File: src/rtl/scp_pkg.sv
package scp_pkg;

    typedef enum logic [2:0] {
        ST_OFF       = 3'd0,
        ST_SOFTSTART = 3'd1,
        ST_RUN       = 3'd2,
        ST_DISCHARGE = 3'd3,
        ST_LATCHED   = 3'd4
    } scp_state_e;

    typedef struct packed {
        logic drive_en;
        logic softstart_req;
        logic discharge_req;
    } scp_out_t;

    // Counter width for a limit, never zero
    function automatic int unsigned cnt_width(input int unsigned limit);
        return (limit < 2) ? 1 : $clog2(limit);
    endfunction

    function automatic scp_out_t decode_state(input scp_state_e st);
        scp_out_t o;
        o.drive_en      = (st == ST_SOFTSTART) || (st == ST_RUN);
        o.softstart_req = (st == ST_SOFTSTART);
        o.discharge_req = (st == ST_DISCHARGE);
        return o;
    endfunction

endpackage

File: src/rtl/scp_fault_timer.sv
module scp_fault_timer #(
    parameter int unsigned LIMIT = 5_000_000
) (
    input  logic clk,
    input  logic rst,
    input  logic enable,
    input  logic ilim_hit,
    output logic expire
);
    localparam int unsigned W = scp_pkg::cnt_width(LIMIT);
    localparam logic [W-1:0] LAST = W'(LIMIT - 1);

    logic [W-1:0] cnt;

    always_ff @(posedge clk) begin
        if (rst || !enable || !ilim_hit)
            cnt <= '0;
        else if (cnt != LAST)
            cnt <= cnt + 1'b1;
    end

    assign expire = enable && ilim_hit && (cnt == LAST);

    // any low cycle of the flag restarts the window
    a_r5_clear_on_drop: assert property (@(posedge clk) disable iff (rst)
        (enable && !ilim_hit) |=> (cnt == '0));

    // count never runs past the window
    a_r4_bounded: assert property (@(posedge clk) disable iff (rst)
        cnt <= LAST);

endmodule

File: src/rtl/scp_softstart_timer.sv
module scp_softstart_timer #(
    parameter int unsigned LENGTH = 200_000
) (
    input  logic clk,
    input  logic rst,
    input  logic active,
    output logic done
);
    localparam int unsigned W = scp_pkg::cnt_width(LENGTH);
    localparam logic [W-1:0] LAST = W'(LENGTH - 1);

    logic [W-1:0] cnt;

    always_ff @(posedge clk) begin
        if (rst || !active)
            cnt <= '0;
        else if (cnt != LAST)
            cnt <= cnt + 1'b1;
    end

    assign done = active && (cnt == LAST);

    // ramp counter starts from zero on each entry
    a_r3_fresh_start: assert property (@(posedge clk) disable iff (rst)
        $rose(active) |-> (cnt == '0));

    a_r3_bounded: assert property (@(posedge clk) disable iff (rst)
        cnt <= LAST);

endmodule

File: src/rtl/scp_sequencer.sv
module scp_sequencer
    import scp_pkg::*;
(
    input  logic       clk,
    input  logic       rst,
    input  logic       supply_ok_start,
    input  logic       supply_low,
    input  logic       latch_mode,
    input  logic       ss_done,
    input  logic       fault_expire,
    output scp_state_e state,
    output scp_out_t   outs
);
    scp_state_e state_nx;

    always_comb begin
        state_nx = state;
        unique case (state)
            ST_OFF:
                if (supply_ok_start && !supply_low) state_nx = ST_SOFTSTART;
            ST_SOFTSTART: begin
                if (supply_low)        state_nx = ST_OFF;
                else if (fault_expire) state_nx = latch_mode ? ST_LATCHED : ST_DISCHARGE;
                else if (ss_done)      state_nx = ST_RUN;
            end
            ST_RUN: begin
                if (supply_low)        state_nx = ST_OFF;
                else if (fault_expire) state_nx = latch_mode ? ST_LATCHED : ST_DISCHARGE;
            end
            ST_DISCHARGE:
                if (supply_low) state_nx = ST_OFF;
            ST_LATCHED:
                state_nx = ST_LATCHED;
            default:
                state_nx = ST_OFF;
        endcase
    end

    always_ff @(posedge clk) begin
        if (rst) state <= ST_OFF;
        else     state <= state_nx;
    end

    assign outs = decode_state(state);

    // no start indication keeps the block off
    a_r2_wait_start: assert property (@(posedge clk) disable iff (rst)
        (state == ST_OFF && !supply_ok_start) |=> (state == ST_OFF));

    // every enable of the drive begins with soft-start
    a_r3_rise_with_ss: assert property (@(posedge clk) disable iff (rst)
        $rose(outs.drive_en) |-> outs.softstart_req);

    // discharge persists until the supply is low
    a_r6_discharge_hold: assert property (@(posedge clk) disable iff (rst)
        (state == ST_DISCHARGE && !supply_low) |=> (state == ST_DISCHARGE));

    // latch is only left through reset
    a_r8_latched_sticky: assert property (@(posedge clk) disable iff (rst)
        (state == ST_LATCHED) |=> (state == ST_LATCHED));

    // undervoltage removes drive on the next cycle
    a_r9_uvlo: assert property (@(posedge clk) disable iff (rst)
        (outs.drive_en && supply_low) |=> !outs.drive_en);

    a_r6_exclusive: assert property (@(posedge clk) disable iff (rst)
        !(outs.discharge_req && outs.drive_en));

endmodule

File: src/rtl/scp_supervisor.sv
module scp_supervisor #(
    parameter int unsigned FAULT_CYCLES = 5_000_000,
    parameter int unsigned SS_CYCLES    = 200_000
) (
    input  logic clk,
    input  logic rst,
    input  logic ilim_hit,
    input  logic supply_ok_start,
    input  logic supply_low,
    input  logic latch_mode,
    output logic drive_en,
    output logic softstart_req,
    output logic discharge_req
);
    import scp_pkg::*;

    scp_state_e state;
    scp_out_t   outs;
    logic       ss_done;
    logic       fault_expire;

    scp_sequencer i_seq (
        .clk             (clk),
        .rst             (rst),
        .supply_ok_start (supply_ok_start),
        .supply_low      (supply_low),
        .latch_mode      (latch_mode),
        .ss_done         (ss_done),
        .fault_expire    (fault_expire),
        .state           (state),
        .outs            (outs)
    );

    scp_softstart_timer #(.LENGTH(SS_CYCLES)) i_ss (
        .clk    (clk),
        .rst    (rst),
        .active (outs.softstart_req),
        .done   (ss_done)
    );

    scp_fault_timer #(.LIMIT(FAULT_CYCLES)) i_fault (
        .clk      (clk),
        .rst      (rst),
        .enable   (outs.drive_en),
        .ilim_hit (ilim_hit),
        .expire   (fault_expire)
    );

    assign drive_en      = outs.drive_en;
    assign softstart_req = outs.softstart_req;
    assign discharge_req = outs.discharge_req;

    // outputs quiet right after reset
    a_r1_reset_quiet: assert property (@(posedge clk)
        $fell(rst) |-> !(drive_en || softstart_req || discharge_req));

endmodule

File: config.mk
export PLATFORM = sky130hd
export DESIGN_NAME = scp_supervisor
export DESIGN_NICKNAME = d
export VERILOG_FILES = /design/src/rtl/scp_pkg.sv /design/src/rtl/scp_fault_timer.sv /design/src/rtl/scp_softstart_timer.sv /design/src/rtl/scp_sequencer.sv /design/src/rtl/scp_supervisor.sv
export SDC_FILE = /design/constraint.sdc
export NUM_CORES = 1
export LEC_CHECK = 0
export ABC_AREA = 1
export BUFFER_PORTS_ARGS = -buffer_cell sky130_fd_sc_hd__buf_2
export CORE_MARGIN = 10
export CORE_UTILIZATION = 40
export CTS_BUF_LIST = sky130_fd_sc_hd__clkbuf_8
export CTS_CLUSTER_SIZE = 24
export DETAILED_ROUTE_END_ITERATION = 8
export GPL_ROUTABILITY_DRIVEN = 0
export RECOVER_POWER = 25
export SYNTH_ARGS = -nofsm -noshare
export SYNTH_HDL_FRONTEND = slang
export SYNTH_SLANG_ARGS = --single-unit
File: constraint.sdc
create_clock -name clk -period 3.25 [get_ports clk]
set_clock_uncertainty 0.15 [all_clocks]
set_input_delay 0.8125 -clock clk [delete_from_list [all_inputs] [get_ports clk]]
set_output_delay 0.8125 -clock clk [all_outputs]
set_load 0.05 [all_outputs]
==> metrics.yaml <==
clk_pin_slew_ps: 90
cts_resized: 0
syn_area_um2: 2404
crit_buf_inv: 2
nets: 382
yosys_warnings: 0
ys.flop_type: "dfxtp_1"
cts_num_sinks: 44
drv_slew: 0
end_kind: "flip-flop"
tns_ps: 0
synth_most_common_cell: "nand2_1"
hp-class: "reg -> reg"
ios: 9
initial_utilization: 0.4084
setup_viol: 0
drive_gt1_frac: 0.08021
ys_ff_latch: 44
worstMarginPinSlew_ps: 739.7
fillCellCount: 627
cts_tree: "done"
placed_area_um2: 2522
stdcell_area_um2: 2561
routed_wl_mm: 5.124
hpwlAfterDp_mm: 3.895
viasPerCell: 4.893
cap_violations: 0
timing.slew.headroom: 0.5051
synth_top_area_frac: 0.3665
vias: 2197
fmax_mhz: 401.0
first_global_vias: 2032
critPathTopFamily: "simple AND/OR/NAND/NOR gates"
instances_no_fill: 449
cts_max_level: 2
avgRoutedWirePerCell_um: 11.41
dieHeight_um: 97.52
ys_async_sr_fraction: 0
synth_cells: 361
route.detailed.drc: 0
ctsLongestPathBuffers: 2
clk_latency_ps: 300
outcome: "complete, no violations"
coreArea_um2: 5886
dr.first_iter.drc_count: 184
grt_setup_unrepaired: "false"
place_ws_ps: 1157
cp_cell_sequence: "nor2_4, nand2_1, a21oi_1, inv_2, nor2_1, inv_2, a21oi_1, o21a_1"
syn_area_per_cell_um2: 6.658
synth_enable_flop_cells: 0
grt_pass1_wl_mm: 9.094
ctsHoldBuffers: 0
antennaDiodeCount: 0
worst_path_max_delay_cell: "nor2_1"
root_buffer: "clkbuf_8"
dieArea_um2: 9509
grt_usage: 0.1086
grt-ovfl-total: 0
min_period_ps: 2494
p_total_mw: 1.174
die_w_um: 97.52
ys_types: 32
cp-start-kind: "flip-flop"
powerDensity_nw_per_um2: 458.4
ys_seq_area_frac: 0.3665
place.port_buffers: 8
first_pass_iters: 5
synth_top_cells_by_area: "dfxtp_1 (37%), nand2_1 (11%), inv_1 (8.6%)"
leakage_nw: 0.8851
ant_nets: 0
syn_nets: 369
synth_top_cell_by_area: "dfxtp_1"
setup_ws_ps: 756.1
peakVddDrop_uv: 311.2
postCtsSetupBuffers: 0
required_ps: 3340
timing_worst_setup_path_type: "reg -> reg"
cpPeakStageDelay_ps: 570
ys_top_cells_by_count: "nand2_1 (73), inv_1 (55), dfxtp_1 (44), nor2_1 (42), a21oi_1 (35)"
hold_violations: 0
place_inst: 442
antenna_found_initial: 0
cts_buffers: 5
grt_max_degree: 14
period_share: 0.7674
std_cell_rows: 28
areaGrowthSynthToFinish_pct: 6.559
cp.arrival_ps: 2580
critical_path.max_fanout: 13
## flip-flops by register name, indices dropped and copies added (netlist names)
signal / flops
i_ss.cnt: 18
i_fault.cnt: 23
i_seq.state: 3
## logic make-up after synthesis
| group | synth area share |
|---|---|
| fa+ha+maj | 0.01041 |
| buf+inv | 0.09839 |
| simple gates | 0.3540 |
| xor+xnor | 0.01822 |
| flops | 0.3665 |
| compound gates | 0.1525 |
## through the flow
stage / hold slack [ps] / utilization
final: 321.8 / 0.4352
after global placement: 302.7 / 0.4286
after CTS: 318.8 / 0.4418
after floorplan: 288.4 / -
after detailed placement: 304.0 / 0.4286
after global routing: 334.5 / 0.4352
## routing by layer
metal	GRT usage	vias to the layer above	share of wire
met1	0.1484	961	0.52
met3	0.02489	5	0.036
li1	-	1200	-
met5	0	-	0
met2	0.1625	31	0.43
met4	0.03579	0	0.012
## cell type report
cell class	instances	area, um^2	area share
tap	75	93.84	0.03664
clock buffer	5	68.82	0.02687
clock inverter	2	8.758	0.003420
inverter	57	214.0	0.08354
multi-input combinational	257	1247	0.4871
sequential	44	880.8	0.3439
timing repair buffer	9	47.55	0.01856
## tightest hold or removal path: stages, from the launching register on
cell and delay, ps:
dfxtp_1 320, inv_1 60, a21oi_1 50
## power breakdown
group | switching [mW] | total (mW) | internal (mW) | leakage, nW
Combinational | 0.192 | 0.270 | 0.0778 | 0.485
Clock | 0.181 | 0.325 | 0.143 | 0.0452
Sequential | 0.0236 | 0.580 | 0.556 | 0.355
## cell usage in the layout (no fill, tap or decap), drive strengths merged
master  instances
nand2          74
inv            58
nor2           49
dfxtp          44
a21oi          36
o21ai          24
nor3           19
nand3          19
nand4          10
buf             9
or2             6
clkbuf          5
a31oi           4
xor2            4
nor4            3
a211oi          2
ha              2
nor3b           1
nand3b          1
a21boi          1
o21a            1
xnor2           1
clkinv          1
## path summary, 6_finish.rpt
path / slack, ps / startpoint / endpoint / cells past startpoint
worst min register to register: 320 / i_fault.cnt[19]$_SDFFE_PP0P_ / i_fault.cnt[19]$_SDFFE_PP0P_ / 2
worst max-delay path: 760 / i_seq.state[1]$_SDFFE_PP0P_ / i_fault.cnt[10]$_SDFFE_PP0P_ / 8
worst max register to register: 760 / i_seq.state[1]$_SDFFE_PP0P_ / i_fault.cnt[10]$_SDFFE_PP0P_ / 8
worst min-delay path: 320 / i_fault.cnt[19]$_SDFFE_PP0P_ / i_fault.cnt[19]$_SDFFE_PP0P_ / 2
Note: power is estimated with default switching activity, not from simulation.
